--- src/rtl/bitslice_alu.sv ---
module bitslice_alu #(
  parameter int W = 32
) (
  input  logic [W-1:0] a,
  input  logic [W-1:0] b,
  input  logic [3:0]   ctrl,
  output logic [W-1:0] result,
  output logic         carry_out,
  output logic         overflow,
  output logic         zero
);
  logic set_bit;
  logic unused_ctrl;
  assign unused_ctrl = ctrl[3];

  genvar i;
  generate
    for (i = 0; i < W; i++) begin : g_slice
      logic cin, cout, bx, sum, less;
      assign bx = b[i] ^ ctrl[2];
      if (i == 0) begin : g_first
        assign cin  = ctrl[2];
        assign less = set_bit;
      end else begin : g_rest
        assign cin  = g_slice[i-1].cout;
        assign less = 1'b0;
      end
      assign sum  = a[i] ^ bx ^ cin;
      assign cout = (a[i] & bx) | (a[i] & cin) | (bx & cin);
      assign result[i] = (ctrl[1:0] == 2'b00) ? (a[i] & bx) :
                         (ctrl[1:0] == 2'b01) ? (a[i] | bx) :
                         (ctrl[1:0] == 2'b10) ? sum : less;
      if (i == W-1) begin : g_top
        assign overflow  = (ctrl[2] ? (a[i] ^ b[i]) : ~(a[i] ^ b[i])) & (sum ^ a[i]);
        assign set_bit   = sum ^ overflow;
        assign carry_out = cout;
      end
    end
  endgenerate

  assign zero = ~|result;
endmodule

--- config.mk ---
export PLATFORM = sky130hd
export DESIGN_NAME = bitslice_alu
export DESIGN_NICKNAME = d
export VERILOG_FILES = /design/src/rtl/bitslice_alu.sv
export SDC_FILE = /design/constraint.sdc
export NUM_CORES = 1
export LEC_CHECK = 0
export ABC_AREA = 1
export BUFFER_PORTS_ARGS = -buffer_cell sky130_fd_sc_hd__buf_2
export CAP_MARGIN = 20
export CORE_ASPECT_RATIO = 2
export CORE_MARGIN = 3
export CORE_UTILIZATION = 58
export DETAILED_ROUTE_END_ITERATION = 16
export GPL_TIMING_DRIVEN = 1
export PLACE_DENSITY = 0.9
export REMOVE_ABC_BUFFERS = 1
export SLEW_MARGIN = 0
export SYNTH_ARGS = -nofsm -noshare
export SYNTH_HDL_FRONTEND = slang
export SYNTH_SLANG_ARGS = --single-unit
--- constraint.sdc ---
create_clock -name vclk -period 40.8
set_input_delay 0 -clock vclk [all_inputs]
set_output_delay 0 -clock vclk [all_outputs]
set_load 0.01 [all_outputs]
Yosys cells after proc, flatten, opt, wreduce, memory -nomap -nowiden --
Cells that the tools add are included.
Cells by class: add/subtract/negate cells 0, multipliers 0, div/mod/pow operators 0, magnitude comparators 0, equal/unequal tests 2, shift operators 0, mux-type cells 97, bitwise logic cells 293, reductions and logical operators 3
Operators by type and width (number):
- 1-bit bitwise XOR | 99
- 1-bit bitwise AND | 97
- 1-bit 2-to-1 mux | 97
- 1-bit bitwise OR | 96
- 32-bit OR reduction | 1
- 2-bit by 1-bit equality test with 1-bit output (second input constant) | 1
- 2-bit equality test (second input constant) | 1
- 2-bit logical NOT | 1
- 1-bit logical NOT | 1
- 1-bit NOT | 1
Word-level totals: flip-flop bits (word level) 0, latch bits 0, RAM bits 0, memory bits (read-only) 0, output and inout bits 35, word-level logic and storage cells 395, memories 0

Depth between registers and ports, before layout --
Gate-level depths: netlist of run 1.
depth in word-level cells 103, mapped depth 45, mapped depth without buffers 44

Least setup slack after synthesis of run 1 --
No wires, ideal clock.
path type input to output, start point input ctrl[2], end point output zero, arrival 14.099 ns, required time 40.800 ns, path slack 26.701 ns, stages on the path 44, path through clkbuf_1 > buf_2 > xnor2_1 > fa_1 > inv_1 > fa_1 > fa_1 > fa_1 > fa_1 > fa_1 > fa_1 > fa_1 > fa_1 > fa_1 > fa_1 > fa_1 > fa_1 > fa_1 > (+8 left out) > fa_1 > fa_1 > fa_1 > fa_1 > fa_1 > fa_1 > fa_1 > fa_1 > inv_1 > fa_1 > inv_1 > nand2_1 > nand3_1 > nor2_1 > nand2_1 > nor2_1 > nand2_1 > nor2_1
RTL lines:
- start, declared | RTL line 6 | input logic [3:0] ctrl,
- 1-bit bitwise XOR | RTL line 20 | assign bx = b[i] ^ ctrl[2];
- 1-bit bitwise AND | RTL line 29 | assign cout = (a[i] & bx) | (a[i] & cin) | (bx & cin);
- 1-bit bitwise OR (2 in series) | RTL line 29
- 1-bit bitwise AND | RTL line 29
- 1-bit bitwise OR (2 in series) | RTL line 29
- 1-bit bitwise AND | RTL line 29
- 1-bit bitwise OR (2 in series) | RTL line 29
- 1-bit bitwise AND | RTL line 29
- (+81 left out)
- 1-bit bitwise OR (2 in series) | RTL line 29
- 1-bit bitwise XOR | RTL line 28 | assign sum = a[i] ^ bx ^ cin;
- 1-bit 2-to-1 mux | RTL line 32 | (ctrl[1:0] == 2'b10) ? sum : less;
- 1-bit 2-to-1 mux | RTL line 31 | (ctrl[1:0] == 2'b01) ? (a[i] | bx) :
- 1-bit 2-to-1 mux * | RTL line 30 | assign result[i] = (ctrl[1:0] == 2'b00) ? (a[i] & bx) :
- via result[31] | RTL line 7 | output logic [W-1:0] result,
- 32-bit OR reduction * | RTL line 41 | assign zero = ~|result;
- 1-bit logical NOT * | RTL line 41
- end, declared | RTL line 10 | output logic zero
Mark *: on every way through the listed nets, which the timed path passes. The rest lies on a longest branch.

Final worst setup path of run 1 --
start point input ctrl[2], end point output zero
On the way: longest elaborated chain between the ends 103
RTL lines:
- 1-bit bitwise XOR | RTL line 20
- 1-bit bitwise AND | RTL line 29, 30
- 1-bit bitwise OR (2 in series) | RTL line 29
- 1-bit bitwise AND | RTL line 29
- 1-bit bitwise OR (2 in series) | RTL line 29
- 1-bit bitwise AND | RTL line 29
- 1-bit bitwise OR (2 in series) | RTL line 29
- 1-bit bitwise AND | RTL line 29
- (+84 left out)
- 1-bit bitwise XOR | RTL line 34 | assign overflow = (ctrl[2] ? (a[i] ^ b[i]) : ~(a[i] ^ b[i])) & (sum ^ a[i]);
- 1-bit bitwise AND | RTL line 34
- 1-bit bitwise XOR | RTL line 35 | assign set_bit = sum ^ overflow;
- 1-bit 2-to-1 mux | RTL line 32
- 1-bit 2-to-1 mux | RTL line 31
- 1-bit 2-to-1 mux | RTL line 30
- 32-bit OR reduction * | RTL line 41
- 1-bit logical NOT * | RTL line 41
Mark *: on every way between the ends. The rest lies on a longest branch, timed or not.

==> results of run 1 <==
==> where the power goes <==
| group | total, W | internal [W] | switching (W) |
|---|---|---|---|
| Clock | 0 | 0 | 0 |
| Sequential | 0 | 0 | 0 |
| Combinational | 0.0000489 | 0.0000201 | 0.0000289 |
==> per-layer routing <==
layer  vias up  global-route usage (%)
met5         -                       0
met4         0                   5.804
met3        14                  0.9604
met2        91                   48.94
met1      1275                   22.63
li1       1394                       -
==> critical path, delay by kind of cell <==
family | cells | cell delay (ns)
XOR/XNOR | 1 | 0.26
AND/OR/NAND/NOR | 8 | 0.55
buffers and inverters | 5 | 0.82
adder cells (fa/ha/maj) | 31 | 13.32
==> path summary, 6_finish.rpt <==
kind / start / to / slack [ns] / depth (start not counted)
worst min-delay path: a[1] / result[1] / 0.51 / 5
worst max-delay path: ctrl[2] / zero / 25.84 / 45
==> per-stage QoR <==
step	cell area (µm²)	utilization [%]
global placement	3475	70.13
detailed placement	3475	70.13
global route	3475	70.13
finish	3475	70.13
CTS	3475	70.13
floorplan	2885	-
==> cells by family (layout without fill, tap and decap cells) <==
group,count (synthesis),after routing,share of synthesized area [%]
and+or+nand+nor,175,175,25.66
buffers and inverters,119,208,17.24
adders and majority gates,95,95,47.31
xor gates and xnor gates,31,31,9.038
AOI/OAI and AO/OA,4,4,0.7496
==> final cells by class <==
cell class                 instances  area (µm²)
tap                               57       71.32
inverter                         105       399.1
multi-input combinational        305        2486
fill                             429        1480
timing repair buffer             103       518.0
==> cells in the final DEF (no fill, tap or decap), types with 2 or more instances in the layout <==
cell and n:
sky130_fd_sc_hd__buf_2 102, sky130_fd_sc_hd__fa_1 31, sky130_fd_sc_hd__ha_1 64, sky130_fd_sc_hd__inv_1 104, sky130_fd_sc_hd__nand2_1 96, sky130_fd_sc_hd__nand3_1 45, sky130_fd_sc_hd__nand3_2 2, sky130_fd_sc_hd__nand3b_1 3
sky130_fd_sc_hd__nor2_1 25, sky130_fd_sc_hd__nor2_4 2, sky130_fd_sc_hd__o21ai_0 2, sky130_fd_sc_hd__xnor2_1 31
==> impl_metrics.yaml, run 1 <==
outcome:
  run_status: "complete, no violations"
place:
  dp_hpwl_um: 5842
  port_buffers: 102
  placed_cells: 570
  gp_congestion: 0.8456
  detailedPlace.worstSlack_ns: 25.72
drt:
  maxUsedRoutingLayer: "met4"
  total_vias_in_the_final_route: 2774
  dr_wl_met3_um: 337
  post-route-drc-count: 0
  antenna_left: 0
  finalWirelength_um: 7047
  violation_count_after_the_first_detailed_route_iteration: 92
  routedLengthMet1_um: 2384
  drt-wirelength-per-cell_um: 12.36
  met2WireLength_um: 4139
  vias_per_cell: 4.867
  detail_route.first_pass.iterations: 4
power_and_ir_drop:
  ir_drop_mv: 0.008252
  finalPower_w: 0.00004892
  p_leak_nw: 2.097
  power_density_mw_per_mm2: 14.08
timing:
  final_hold_viols: 0
  grt_setup_unrepaired: "no"
  tns_ns: 0
  fin_hold_ws_ns: 0.5144
  worst_slack_ns: 25.84
  setup_violations: 0
  fmax_mhz: 66.83
  maxSlewHeadroom_pct: 47.53
  final.period_utilization_pct: 36.67
  period_needed_ns: 14.96
  worst-slew-pin-transition_ns: 0.7852
  maxSlewViolCount: 0
final_layout:
  cell_count_final_fillers_out: 570
  nNetsFinal: 678
  n_antenna_cell: 0
  ff_latch_area_um2: 0
  layout-drive-gt1-share_pct: 21.44
  sequential_cell_count_of_the_final_layout: 0
  layout.clock_buffers: 0
  areaGrowthSynthToFinish_pct: 15.66
synth:
  synthesized_netlist_cell_count: 424
  yosys-top-cells-area: "sky130_fd_sc_hd__ha_1, sky130_fd_sc_hd__fa_1, sky130_fd_sc_hd__inv_1"
  cell_area_after_technology_mapping_mm2: 0.003004
  synth.cells.most_frequent: "sky130_fd_sc_hd__inv_1, sky130_fd_sc_hd__nand2_1, sky130_fd_sc_hd__ha_1"
  yosys.area.top_type: "sky130_fd_sc_hd__ha_1"
  synthDistinctLibCells: 19
  sequential_share_of_the_synthesized_area_pct: 0
  yosys.cell_count.top_type: "sky130_fd_sc_hd__inv_1"
  netlist.area_leader.share_pct: 26.66
  synth_area_per_cell_um2: 7.085
  synthesis.yosys.warnings: 0
global_routing:
  first_global_vias: 2834
  pin_count_of_the_biggest_net_entering_global_routing: 35
  wire_length_of_the_first_global_routing_pass_um: 11610
  grt_antenna_before_repair: 0
  grt_overflow_total: 0
  globalRouteTotalUtil_pct: 23.01
worst_setup_path:
  critical_path_fanout_max: 34
  worstPathRequired_ns: 40.80
  critical-path-slowest-cell: "sky130_fd_sc_hd__fa_1"
  timing.critical_path.slowest_cell_delay_ns: 0.47
  cp_common_cell: "sky130_fd_sc_hd__fa_1"
  worstSetupPathType: "input pin to primary output"
  worst_ep_arrival_time_ns: 14.96
  timing.critical_path.to_type: "primary output"
  startpoint_type: "input pin"
floorplanning:
  ios: 103
  floorplan.die_area_mm2: 0.006132
  fp.coreArea_mm2: 0.004955
  floorplan.die.height_um: 107.8
  start_util_pct: 60.63
  fp.dieW_um: 56.89
  placement_rows: 36
clocking:
  postCtsHoldBufs: 0
  post_cts_resize_count: 0
  post-cts-setup-buffer-count: 0
flow_run:
  cap_viol_max_count: 0
min_path:
  min-delay-path-class: "input pin to primary output"
Note: power is estimated with default switching activity, not from simulation.
==> run 2: changes to the inputs <==
--- a/config.mk
+++ b/config.mk
@@ -5,15 +5,15 @@
 export SDC_FILE = /design/constraint.sdc
 export NUM_CORES = 1
 export LEC_CHECK = 0
-export ABC_AREA = 1
+export ABC_AREA = 0
 export BUFFER_PORTS_ARGS = -buffer_cell sky130_fd_sc_hd__buf_2
 export CAP_MARGIN = 20
 export CORE_ASPECT_RATIO = 2
 export CORE_MARGIN = 3
-export CORE_UTILIZATION = 58
+export CORE_UTILIZATION = 49
 export DETAILED_ROUTE_END_ITERATION = 16
 export GPL_TIMING_DRIVEN = 1
-export PLACE_DENSITY = 0.9
+export PLACE_DENSITY = 0.81
 export REMOVE_ABC_BUFFERS = 1
 export SLEW_MARGIN = 0
 export SYNTH_ARGS = -nofsm -noshare
==> constraint.sdc (replaced) <==
create_clock -name vclk -period 13.35
set_input_delay 0 -clock vclk [all_inputs]
set_output_delay 0 -clock vclk [all_outputs]
set_load 0.01 [all_outputs]
==> run 2 against run 1 <==
  * Sequential cell count stayed put
  * Largest power group unchanged
  * Critical endpoint unchanged
  * First-iteration DRC count is 9.8% lower
  * Hold slack worse by 0.10 ns
==> impl_metrics.yaml, run 2 <==
outcome:
  run_status: "complete, no violations"
drt:
  vias_per_cell: 4.988
  drt-wirelength-per-cell_um: 13.45
  detail_route.first_pass.iterations: 4
  violation_count_after_the_first_detailed_route_iteration: 83
  post-route-drc-count: 0
  finalWirelength_um: 7006
  antenna_left: 0
  total_vias_in_the_final_route: 2599
synth:
  sequential_share_of_the_synthesized_area_pct: 0
  yosys.cell_count.top_type: "sky130_fd_sc_hd__inv_1"
  synth.cells.most_frequent: "sky130_fd_sc_hd__inv_1, sky130_fd_sc_hd__ha_1, sky130_fd_sc_hd__nand2_1"
  synth_area_per_cell_um2: 8.228
  netlist.area_leader.share_pct: 27.34
  synthDistinctLibCells: 30
  cell_area_after_technology_mapping_mm2: 0.002929
  yosys.area.top_type: "sky130_fd_sc_hd__ha_1"
  synthesis.yosys.warnings: 0
  yosys-top-cells-area: "sky130_fd_sc_hd__ha_1, sky130_fd_sc_hd__fa_1, sky130_fd_sc_hd__inv_1"
  synthesized_netlist_cell_count: 356
power_and_ir_drop:
  pwr-share-clk_pct: 0
  p_leak_nw: 2.017
  sequentialPowerShare_pct: 0
  ir_drop_mv: 0.02540
  comb_power_share_pct: 100.0
  power_switching_share_pct: 56.53
  power_density_mw_per_mm2: 43.64
  finalPower_w: 0.0001561
  intPower_w: 0.00006783
  p_sw_w: 0.00008822
global_routing:
  gr-max-usage-layer: "met2"
  pin_count_of_the_biggest_net_entering_global_routing: 51
  grtUsageMet2_pct: 42.67
  grt_antenna_before_repair: 1
  wire_length_of_the_first_global_routing_pass_um: 10850
  grt_overflow_total: 0
  first_global_vias: 2583
  globalRouteTotalUtil_pct: 19.70
  grt.met1_usage_pct: 18.10
  global_route.usage.met3_pct: 0.8989
timing:
  final_hold_viols: 0
  tns_ns: 0
  final.period_utilization_pct: 96.81
  grt_setup_unrepaired: "yes"
  period_needed_ns: 12.92
  fmax_mhz: 77.38
  maxSlewViolCount: 0
  worst-slew-pin-transition_ns: 0.7077
  fin_hold_ws_ns: 0.4097
  setup_violations: 0
  maxSlewHeadroom_pct: 52.72
final_layout:
  fillCellCount: 521
  layout-drive-gt1-share_pct: 35.51
  cell_count_final_fillers_out: 521
  sequential_cell_count_of_the_final_layout: 0
  final_common_cell: "sky130_fd_sc_hd__buf_2"
  areaGrowthSynthToFinish_pct: 22.08
  layout.clock_buffers: 0
  most-common-layout-cells: "sky130_fd_sc_hd__buf_2, sky130_fd_sc_hd__inv_1, sky130_fd_sc_hd__ha_1"
  ff_latch_area_um2: 0
  nNetsFinal: 624
floorplanning:
  floorplan.die_area_mm2: 0.006998
  fp.coreArea_mm2: 0.005758
  floorplan.die.height_um: 115.3
  start_util_pct: 50.87
  placement_rows: 39
  fp.dieW_um: 60.67
  ios: 103
flow_run:
  cap_viol_max_count: 0
worst_setup_path:
  startpoint_type: "input pin"
  timing.critical_path.to_type: "primary output"
  worstPathRequired_ns: 13.35
  critical_path_fanout_max: 4
  worstSetupPathType: "input pin to primary output"
  worst_ep_arrival_time_ns: 12.92
  setup.worst_path.end: "zero"
  timing.critical_path.slowest_cell_delay_ns: 0.43
  cp_common_cell: "sky130_fd_sc_hd__fa_2"
  crit_start: "ctrl[2]"
  critical-path-slowest-cell: "sky130_fd_sc_hd__fa_1"
min_path:
  min-delay-path-class: "input pin to primary output"
place:
  placed_cells: 520
  gp_congestion: 0.8353
  port_buffers: 102
  dp_hpwl_um: 5899
clocking:
  postCtsHoldBufs: 0
==> run 2: changes by cell type after synthesis, sizes merged, moves of 3 or more <==
cell and change:
mux2i +19, o21ai +43, nor4 +7, nand3b -3, nor2 -28, nand2 -52, xor2 +33, xnor2 -31
inv -20, nand3 -46
==> run 2: cell type report <==
| cell class | instances | area (µm²) | area share (%) |
|---|---|---|---|
| Tap cell | 61 | 76.32 | 2.134 |
| Timing Repair Buffer | 119 | 638.1 | 17.84 |
| Antenna cell | 1 | 2.502 | 0.06998 |
| Inverter | 85 | 319.1 | 8.922 |
| Multi-Input combinational cell | 255 | 2540 | 71.03 |
==> run 2: cell families (layout without fill, tap and decap cells) <==
logic type	after synthesis	in the layout	synth area share, %
multiplexers	19	19	6.493
AND/OR/NAND/NOR	59	59	10.08
adder cells (fa/ha/maj)	96	96	48.91
buffers and inverters	101	204	15.89
XOR/XNOR	33	33	10.12
AO/OA/AOI/OAI	48	48	8.501
other	0	1	0
==> run 2: power groups by stage <==
stage,logic [W],registers [W],clock network (W)
after global routing,0.000177,0,0.0000000000100
after floorplan,0.0000878,0,0
after global placement,0.000144,0,0
final,0.000156,0,0.0000000000100
after detailed placement,0.000152,0,0
after CTS,0.000157,0,0
==> run 2: per-layer routing <==
metal | vias up | wire, µm
li1 | 1269 | -
met1 | 1246 | 2271
met2 | 67 | 4304
met3 | 17 | 244
met4 | 0 | 186
met5 | - | 0
==> run 2: what timing repair did <==
action                                  in CTS  in global routing
endpoints found under the setup margin       7                  3
setup buffers                                0                  0
pin swaps                                    0                  1
gates resized for setup                     25                  6
==> run 2: worst min-delay path by stage <==
stage / start / to / slack [ns] / cells past startpoint
floorplan: ctrl[1] / result[0] / 0.07 / 1
global placement: a[31] / overflow / 0.38 / 4
detailed placement: a[31] / overflow / 0.40 / 4
CTS: a[31] / overflow / 0.40 / 4
global route: a[31] / overflow / 0.42 / 4
finish: a[31] / overflow / 0.41 / 4
==> run 2: worst max-delay path, delay by kind of cell <==
family	cells	cell delay (ns)
AOI/OAI and AO/OA	2	0.25
buffers and inverters	5	0.51
and+or+nand+nor	2	0.14
adders and majority gates	32	11.83
xor gates and xnor gates	1	0.18
==> run 2: through the flow <==
step / worst slack (ns) / cell area (µm²) / utilization [%]
floorplan: -0.4020 / 2783 / -
global placement: -1.036 / 3497 / 60.73
detailed placement: -1.294 / 3497 / 60.73
CTS: 0.04083 / 3561 / 61.84
global route: -0.02019 / 3576 / 62.10
finish: 0.4264 / 3576 / 62.10
==> run 3: changes to the inputs <==
--- a/config.mk
+++ b/config.mk
@@ -19,3 +19,4 @@
 export SYNTH_ARGS = -nofsm -noshare
 export SYNTH_HDL_FRONTEND = slang
 export SYNTH_SLANG_ARGS = --single-unit
+export TNS_END_PERCENT = 10
==> constraint.sdc (replaced) <==
create_clock -name vclk -period 13.35
set_input_delay 2.0025 -clock vclk [all_inputs]
set_output_delay 2.0025 -clock vclk [all_outputs]
set_load 0.01 [all_outputs]
==> run 3 against run 2 <==
  * The run now ends with negative setup slack left
  * Final cell count up 4.2%
  * Sequential share of layout area unchanged
  * Non-clock buffer count up 23
  * Largest cell class unchanged
  * Worst setup slack worse by 4.0 ns
  * Global-route usage up 0.49 points
  * Maximum frequency down 24%
  * Critical endpoint unchanged
  * Largest power group unchanged
  * Highest routed layer unchanged
  * Via count up 4.0%
  * Hold slack better by 4.0 ns
  * Routed wire length up 2.7%
==> impl_metrics.yaml, run 3 (synthesized netlist as in run 2, its figures left out) <==
worst_setup_path:
  worstSetupPathType: "input pin to primary output"
  critical_path_fanout_max: 4
  worst_ep_arrival_time_ns: 14.95
  worstPathRequired_ns: 11.35
  cp_common_cell: "sky130_fd_sc_hd__fa_2"
  timing.critical_path.slowest_cell_delay_ns: 0.44
  timing.critical_path.to_type: "primary output"
  critical-path-slowest-cell: "sky130_fd_sc_hd__fa_1"
  startpoint_type: "input pin"
timing:
  setup_violations: 13
  maxSlewViolCount: 0
  worst-slew-pin-transition_ns: 0.6943
  worst_slack_ns: -3.605
  maxSlewHeadroom_pct: 53.62
  period_needed_ns: 16.95
  fmax_mhz: 58.98
  final.period_utilization_pct: 127.0
  final_hold_viols: 0
  grt_setup_unrepaired: "yes"
  fin_hold_ws_ns: 4.382
drt:
  detail_route.first_pass.iterations: 4
  violation_count_after_the_first_detailed_route_iteration: 68
  antenna_left: 0
  drt-wirelength-per-cell_um: 13.25
  vias_per_cell: 4.978
  total_vias_in_the_final_route: 2703
  post-route-drc-count: 0
  finalWirelength_um: 7193
outcome:
  run_status: "finished, violations left"
  failed_checks: "negative setup slack"
final_layout:
  layout.clock_buffers: 0
  sequential_cell_count_of_the_final_layout: 0
  ff_latch_area_um2: 0
  fillCellCount: 502
  areaGrowthSynthToFinish_pct: 27.81
  finalCoreUtilization_pct: 65.02
  n_antenna_cell: 0
  layout-drive-gt1-share_pct: 38.17
  finish.instance_area_mm2: 0.003744
  final_common_cell: "sky130_fd_sc_hd__buf_2"
  cell_count_final_fillers_out: 543
  most-common-layout-cells: "sky130_fd_sc_hd__buf_2, sky130_fd_sc_hd__inv_1, sky130_fd_sc_hd__ha_1"
  nNetsFinal: 647
power_and_ir_drop:
  power_density_mw_per_mm2: 44.57
  ir_drop_mv: 0.02956
  p_leak_nw: 2.135
place:
  detailedPlace.worstSlack_ns: -5.192
  dp_hpwl_um: 5973
  postPlaceCellArea_mm2: 0.003670
  placed_cells: 543
  gp_congestion: 0.8398
  port_buffers: 102
min_path:
  min-delay-path-class: "input pin to primary output"
floorplanning:
  placement_rows: 39
  start_util_pct: 50.87
  fp.dieW_um: 60.67
  fp.coreArea_mm2: 0.005758
  ios: 103
  floorplan.die.height_um: 115.3
  floorplan.die_area_mm2: 0.006998
global_routing:
  grt_overflow_total: 0
  first_global_vias: 2760
  grt_antenna_before_repair: 0
  globalRouteTotalUtil_pct: 20.20
  wire_length_of_the_first_global_routing_pass_um: 11240
  pin_count_of_the_biggest_net_entering_global_routing: 51
flow_run:
  cap_viol_max_count: 0
clocking:
  postCtsHoldBufs: 0
==> run 3: cell type report <==
cell class	count	area [µm²]	area share, %
multi-input combinational	255	2537	67.78
timing repair buffer	142	810.8	21.66
inverter	85	319.1	8.523
tap	61	76.32	2.039
==> run 3: worst max-delay path: cells and delay by family <==
family | cells | cell delay, ns
compound gates | 2 | 0.24
xor+xnor | 1 | 0.18
fa+ha+maj | 32 | 11.89
buf+inv | 5 | 0.51
simple gates | 2 | 0.12
==> run 3: what timing repair did <==
action                                  4_1_cts  5_1_grt
gates resized for setup                      30        0
buffers inserted                              0        0
pin swaps                                     2        1
endpoints found under the setup margin       16       14
==> run 3: metal layers <==
layer	part of all wire (%)	GRT usage, %
met2	62	42.96
met1	31	18.12
met3	3.1	0.7865
met4	3.8	7.091
met5	0	0
==> run 3: path summary, 6_finish.rpt <==
check	slack [ns]	end	from	cells past startpoint
worst min-delay path	4.38	overflow	a[31]	4
worst max-delay path	-3.60	zero	ctrl[2]	42
==> run 3: through the flow <==
step            power (W)  setup TNS [ns]
2_1_floorplan  0.00008776          -37.28
3_3_place_gp    0.0001546          -47.31
3_5_place_dp    0.0001618          -49.32
4_1_cts         0.0001683          -30.06
5_1_grt         0.0001889          -34.54
6_report        0.0001668          -29.18
==> run 3: report_power, final <==
part | internal (W) | switching, W | leakage [nW] | total [W]
clock network | 0 | 0 | 0 | 0
logic | 0.0000762 | 0.0000906 | 2.14 | 0.000167
registers | 0 | 0 | 0 | 0
